### config.mk
export PLATFORM = sky130hd
export DESIGN_NAME = ccd_readout_sequencer
export DESIGN_NICKNAME = d
export VERILOG_FILES = /design/src/rtl/ccd_readout_sequencer.sv
export SDC_FILE = /design/constraint.sdc
export NUM_CORES = 1
export LEC_CHECK = 0
export BUFFER_PORTS_ARGS = -buffer_cell sky130_fd_sc_hd__buf_2
export CAP_MARGIN = 0
export CORE_ASPECT_RATIO = 1.4
export CORE_UTILIZATION = 47
export CTS_BUF_LIST = sky130_fd_sc_hd__clkbuf_8
export CTS_CLUSTER_DIAMETER = 60
export DETAILED_ROUTE_END_ITERATION = 16
export GPL_TIMING_DRIVEN = 0
export PLACE_DENSITY_LB_ADDON = 0.3
export REMOVE_ABC_BUFFERS = 1
export SYNTH_ARGS = -nofsm -noshare
export SYNTH_HDL_FRONTEND = slang
export SYNTH_SLANG_ARGS = --single-unit
### constraint.sdc
create_clock -name clk -period 3.1 [get_ports clk]
set_input_delay 0.62 -clock clk [delete_from_list [all_inputs] [get_ports clk]]
set_output_delay 0.62 -clock clk [all_outputs]
set_load 0.03 [all_outputs]
### src/rtl/ccd_readout_sequencer.sv
module ccd_readout_sequencer #(
  parameter int LW = 12,
  parameter int PW = 12,
  parameter int DUMMY = 11,
  parameter int MIN_LINES_SHORT = 1260,
  parameter int MIN_LINES_LONG = 2520,
  parameter int MIN_PIX_SPLIT = 1693,
  parameter int MIN_PIX_FULL = 3386
) (
  input  logic          clk,
  input  logic          rst_n,
  input  logic [1:0]    mode,
  input  logic          frame_start,
  input  logic [LW-1:0] line_count,
  input  logic [PW-1:0] pix_count,
  output logic [3:0]    vt,
  output logic [3:0]    vb,
  output logic [3:0]    h1,
  output logic [3:0]    h2,
  output logic [3:0]    hrst,
  output logic          line_valid,
  output logic          pix_valid
);
  localparam int SW = PW + 1;

  typedef enum logic [1:0] {S_IDLE, S_VSHIFT, S_HREAD} state_t;

  state_t        state;
  logic [1:0]    mode_q, vstep;
  logic [LW-1:0] lines_q, line_idx;
  logic [PW-1:0] pix_q;
  logic [SW-1:0] slot;
  logic          half;

  wire long_v = mode[0];
  wire full_h = mode[1];
  wire [LW-1:0] line_min = long_v ? LW'(MIN_LINES_LONG) : LW'(MIN_LINES_SHORT);
  wire [PW-1:0] pix_min  = full_h ? PW'(MIN_PIX_FULL) : PW'(MIN_PIX_SPLIT);
  wire [LW-1:0] lines_in = (line_count < line_min) ? line_min : line_count;
  wire [PW-1:0] pix_in   = (pix_count < pix_min) ? pix_min : pix_count;

  wire [SW-1:0] last_slot = SW'(DUMMY) + SW'(pix_q) - SW'(1);
  wire          last_line = (line_idx == lines_q - LW'(1));

  always_ff @(posedge clk or negedge rst_n) begin
    if (!rst_n) begin
      state    <= S_IDLE;
      mode_q   <= 2'd0;
      vstep    <= 2'd0;
      lines_q  <= '0;
      line_idx <= '0;
      pix_q    <= '0;
      slot     <= '0;
      half     <= 1'b0;
    end else begin
      case (state)
        S_IDLE: if (frame_start) begin
          mode_q   <= mode;
          lines_q  <= lines_in;
          pix_q    <= pix_in;
          line_idx <= '0;
          vstep    <= 2'd1;
          state    <= S_VSHIFT;
        end
        S_VSHIFT: begin
          vstep <= vstep + 2'd1;
          if (vstep == 2'd3) begin
            state <= S_HREAD;
            slot  <= '0;
            half  <= 1'b0;
          end
        end
        S_HREAD: begin
          half <= ~half;
          if (half) begin
            if (slot == last_slot) begin
              if (last_line) state <= S_IDLE;
              else begin
                line_idx <= line_idx + LW'(1);
                vstep    <= 2'd1;
                state    <= S_VSHIFT;
              end
            end else slot <= slot + SW'(1);
          end
        end
        default: state <= S_IDLE;
      endcase
    end
  end

  logic [3:0] pv;
  always_comb begin
    case (vstep)
      2'd0: pv = 4'b0011;
      2'd1: pv = 4'b0110;
      2'd2: pv = 4'b1100;
      default: pv = 4'b1001;
    endcase
  end

  logic [3:0] used;
  always_comb begin
    case (mode_q)
      2'd0: used = 4'b1111;
      2'd1: used = 4'b0011;
      2'd2: used = 4'b0101;
      default: used = 4'b0001;
    endcase
  end

  wire reading = (state == S_HREAD);
  wire p5 = reading & ~half;
  wire p6 = reading & half;

  assign vb = pv;
  assign vt = mode_q[0] ? {pv[1], pv[2], pv[3], pv[0]} : pv;
  assign h1 = {4{p5}};
  assign h2 = {4{p6}};
  assign hrst = ({4{p5}} & used) | ~used;
  assign line_valid = reading;
  assign pix_valid = p6 && (slot >= SW'(DUMMY));
endmodule

# == Word-level counts from Yosys, hierarchy flattened ==
# Cells that the tools add are included.
# totals
elab_cells,79
inputBits,29
out_inout_bits,22
reg_bits,56
# op_classes
bitwise_logic,6
eq_ne,15
muxes,28
n_reduce_logical,13
order_cmp,3
addsub,6
# op_table
op,count
$mux 12,8
$mux 13,3
$pmux 13 s2,1
$lt 12x12->1,2
$pmux 12 s2,1
$pmux 4 s3,2
$mux 2,7
$add 13x1->13 const B,1
$add 4x12->13 const A,1
$eq 13x13->1,1
$ge 13x4->1 const B,1
$sub 13x1->13 const B,1
$add 12x1->12 const B,1
$eq 12x12->1,1
$pmux 2 s3,2
$sub 12x1->12 const B,1
$ne 2x2->1 const B,5
$reduce_and 5->1,2
$eq 2x2->1 const B,4
$reduce_and 4->1,2
$eq 2x1->1 const B,3
$logic_not 2->1,3
$and 4x4->4,1
$mux 4,1
other kinds (12),16

# == Longest topological paths before layout ==
# logic_depth
word_depth,6
mapped_depth,10
mapped_depth_nobuf,9

# == Least setup slack after synthesis ==
# Ideal clock, no wire load.
# synth_path
path_type,register to register
start,reg pix_q[1]
end,reg line_idx[10]
period_less_slack_ps,2741
path_buffers,1
path_stages_with_launch,10
arrival_time_ps,2646
setup_time_ps,95
t_required_ps,3005
setup_slack_ps,359
cell_sequence,dfrtp_1 -> ha_1 -> o211a_1 -> or4b_1 -> nand3b_1 -> nand4_1 -> or4_1 -> buf_1 -> or2_2 -> o31ai_1
# synth_between
elab_chain_len,5
# synth_rtl
element,line,source
from (decl),31,logic [PW-1:0] pix_q;
from (signal assigned),60,pix_q <= pix_in;
$add 4x12->13,42,wire [SW-1:0] last_slot = SW'(DUMMY) + SW'(pix_q) - SW'(1);
$sub 13x1->13,42,
$eq 13x13->1,76,if (slot == last_slot) begin
$ne 2x1->1 (no source line),n/a,
$reduce_and 5->1 (no source line),n/a,
to (signal assigned),79,line_idx <= line_idx + LW'(1);
to (decl),30,"logic [LW-1:0] lines_q, line_idx;"
# Every way passes these cells.
# A chain may end at the register's enable or synchronous reset.

# == Worst setup path after layout ==
# layout_path
start,reg lines_q[0]
end,reg line_idx[10]
# layout_between
elab_chain_len,4
# layout_rtl
element,line,source
from (decl),30,
from (signal assigned),59,lines_q <= lines_in;
$sub 12x1->12,43,wire last_line = (line_idx == lines_q - LW'(1));
$eq 12x12->1,43,
$ne 2x2->1 (no source line),n/a,
$reduce_and 5->1 (no source line),n/a,
# Every way passes these cells.

==> summary.md <==
| Metric | Value |
|---|---|
| Status | `completed` |
| Antenna Cells | `0` |
| Layout area overhead | `8.059%` |
| Worst reg2reg path endpoint | `line_idx[10]` |
| Mapped Cells | `~450` |
| Slew HR | `0.3744` |
| Nets@finish | `around 530` |
| Dpl cells | `roughly 570` |
| Core box area | `8198 um2` |
| Slowest stage delay, CP | `roughly 520 ps` |
| Arr. time, crit path | `between 3000 and 4000 ps` |
| CP Buf/Inv Count | `1` |
| Final Cycle Share | `0.9462` |
| Setup Crit Path Kind | `register to register` |
| Power Dens Cells | `about 290 nW/um2` |
| CTS Buf Count | `5` |
| DRC viols | `0` |
| Vias in the first global route | `roughly 3500` |
| Root Driver | `clkbuf_8` |
| Crit-path cells | `inv_1 -> ha_1 -> or3b_2 -> o21a_1 -> or3_1 -> a31oi_2 -> nor3_4 -> or2_2 -> o31ai_1` |
| Avg Cell Area, Syn | `8.789 um2` |
| Leading area contributor after synthesis | `dfrtp_1` |
| Vias | `3557` |
| Setup total negative slack | `0 ps` |
| Largest net degree at the start of global routing | `57` |
| Startpoint types | `register` |
| Total congestion overflow | `0` |
| #FFs+latches synth | `56` |
| Io pins | `51` |
| Die Wd | `roughly 80 um` |
| Clock-pin slew on the worst setup and hold paths | `roughly 100 ps` |
| Final Non-Filler Cells | `a little under 600` |
| FILL cells | `around 800` |
| Htree depth | `2` |
| Detailed Routing Iterations Pass 1 | `4` |
| GP Congestion | `0.8620` |
| Max-cap check violation count | `0` |
| Library cells used by synthesis | `60` |
| Most common cell after layout, fill and taps aside | `dfrtp_1` |
| Worst-margin pin slew | `936.2 ps` |
| Synth top area cells | `dfrtp_1 35%, ha_1 6.3%, o21ai_0 4.8%` |
| DP HPWL | `a little under 7000 um` |
| Register area share after synthesis | `0.3512` |
| Final wirelength | `about 9300 um` |
| Final design utilization | `0.5259` |
| CTS tree | `done` |
| Hold Path Class | `input pin to async pin` |
| Reg2reg path depth | `9` |
| Register area | `roughly 1400 um2` |
| Max-slew violation count | `0` |
| Gr usage total | `0.2231` |
| Worst Path Required | `between 3000 and 4000 ps` |
| Max stage delay cell, worst path | `or3b_2` |
| Drt initial violations | `200` |
| Critical Path End Type | `register` |
| RSZ-0062 raised after global routing | `no` |
| Worst-path fanout max | `7` |
| Crit-path leading delay family | `simple AND/OR/NAND/NOR gates` |
| Crit path time final | `slightly below 3000 ps` |
| Asr flop ratio synth | `1.000` |
| LEAKAGE | `roughly 1.9 nW` |
| Antenna-violating nets left | `0` |
| Layout cells sized above 1 | `0.1799` |
| Synth Warn # | `0` |
| Buffers on Ports | `50` |
| Starting Density | `0.4867` |
| Clock skew | `between 7 and 8 ps` |
| Placement Rows | `39` |
| Most used flip-flop cell after synthesis | `dfrtp_1` |
| Most frequent cells in the layout | `54 x dfrtp_1, 49 x buf_2, 38 x o21ai_0` |
| R2R Setup Slk | `170 ps` |
| Post-synthesis cell area | `about 4000 um2` |
| Average vias per placed instance | `6.133` |
| F_max | `between 0.3 and 0.4 GHz` |
| WL/cell | `approximately 16 um` |
| First-pass GRT wire length | `between 15000 and 20000 um` |
| Worst r2r src | `lines_q[0]` |
| DIE AREA | `8867 um2` |
| EDFF count, synth | `0` |
| Initial antenna violation count | `0` |
| Maximum vdd drop | `239.9 uV` |
| Fin. Hold Viols | `0` |
| Hold Slack | `about 340 ps` |
| Die height | `roughly 110 um` |
| Yosys top cell area share | `0.3512` |
| Sink Count | `56` |
| Clk buf depth | `2` |
| # setup viols final | `0` |
| Clock Latency Late Sink | `320 ps` |
| Area of the multi-input gates | `2347 um2` |
[cells in the mapped netlist, types with 2 or more instances]
master    instances
a22oi_1           2
inv_1            15
o211a_1           2
o31ai_1           8
o32a_2            6
mux2i_1           2
o32a_1            2
buf_4            11
buf_6             2
o311ai_0          9
xor2_1           13
a31oi_1          15
a211o_1           2
nor3_1           11
and3_1           15
nand4_1           4
clkbuf_1         15
nor3b_1           8
buf_1             4
o41ai_1          11
ha_1             20
or4_1             4
or2_2             8
xnor2_1          17
and2_1            2
a21oi_1          21
nand3_1          13
buf_2             6
o21ai_0          38
o211ai_1          5
o21a_1            4
dfrtp_1          56
or3_1             4
nor4_1            8
nand3b_1          2
nor2_1           29
nand2_1          37
[worst max path at each step]
stage,from,end,slack [ps],cells after the start
after detailed placement,state[0],line_idx[10],-320,7
after global routing,lines_q[0],line_idx[10],1,9
after CTS,pix_q[1],line_idx[10],80,8
final,lines_q[0],line_idx[10],170,9
after floorplan,state[0],hrst[1],-760,4
after global placement,pix_q[1],slot[4],-640,8
[routing by layer]
metal | up-vias | global-route usage | part of all wire
met4 | 0 | 0.1095 | 0.034
li1 | 1745 | - | -
met1 | 1725 | 0.2585 | 0.41
met3 | 23 | 0.03210 | 0.022
met5 | - | 0 | 0
met2 | 64 | 0.3920 | 0.54
[metrics by stage]
stage,power (mW),area [um2],setup slack [ps]
6_report,1.230,4312,166.7
5_1_grt,1.283,4312,1.168
4_1_cts,1.247,4302,79.06
3_5_place_dp,0.8373,4178,-321.8
3_3_place_gp,0.8339,4161,-641.0
2_1_floorplan,0.7871,3784,-757.9
[registers in the layout (all words and copies together) (netlist names)]
signal	flops
line_idx	12
vstep	2
half	1
slot	13
mode_q	2
state	2
pix_q	12
lines_q	12
[report_power, final]
| group | internal [mW] | total (mW) | switching, mW |
|---|---|---|---|
| registers | 0.730 | 0.730 | 0 |
| clock network | 0.176 | 0.408 | 0.232 |
| logic | 0.0344 | 0.0921 | 0.0578 |
| total | 0.940 | 1.23 | 0.289 |
[area by class of cell]
type	instances	area share
multi-input cells	345	0.5444
flip-flops and latches	56	0.3256
repair buffers	54	0.06645
well taps	102	0.02960
clock buffers	6	0.01915
inverters	15	0.01306
clock inverters	2	0.001741
[kinds of logic (layout without fill, tap and decap cells)]
logic type / after synthesis / after routing / synth area share
buffers and inverters: 53 / 77 / 0.06585
adders and majority gates: 20 / 20 / 0.06272
muxes: 2 / 2 / 0.005017
xor gates and xnor gates: 30 / 30 / 0.06585
DFF: 56 / 56 / 0.3512
and+or+nand+nor: 153 / 153 / 0.2073
AOI/OAI and AO/OA: 140 / 140 / 0.2421
[worst register-to-register path, stage by stage (launching register included)]
cell and delay, ps:
dfrtp_1 430, inv_1 90, ha_1 290, or3b_2 530, o21a_1 200, or3_1 360, a31oi_2 290, nor3_4 70
or2_2 340, o31ai_1 250
[repair_timing]
action	4_1_cts	5_1_grt
hold buffers	0	0
setup endpoints to repair	19	20
pin swaps	1	1
buffers inserted	3	0
gates resized for setup	3	3
Note: power is estimated with default switching activity, not from simulation.
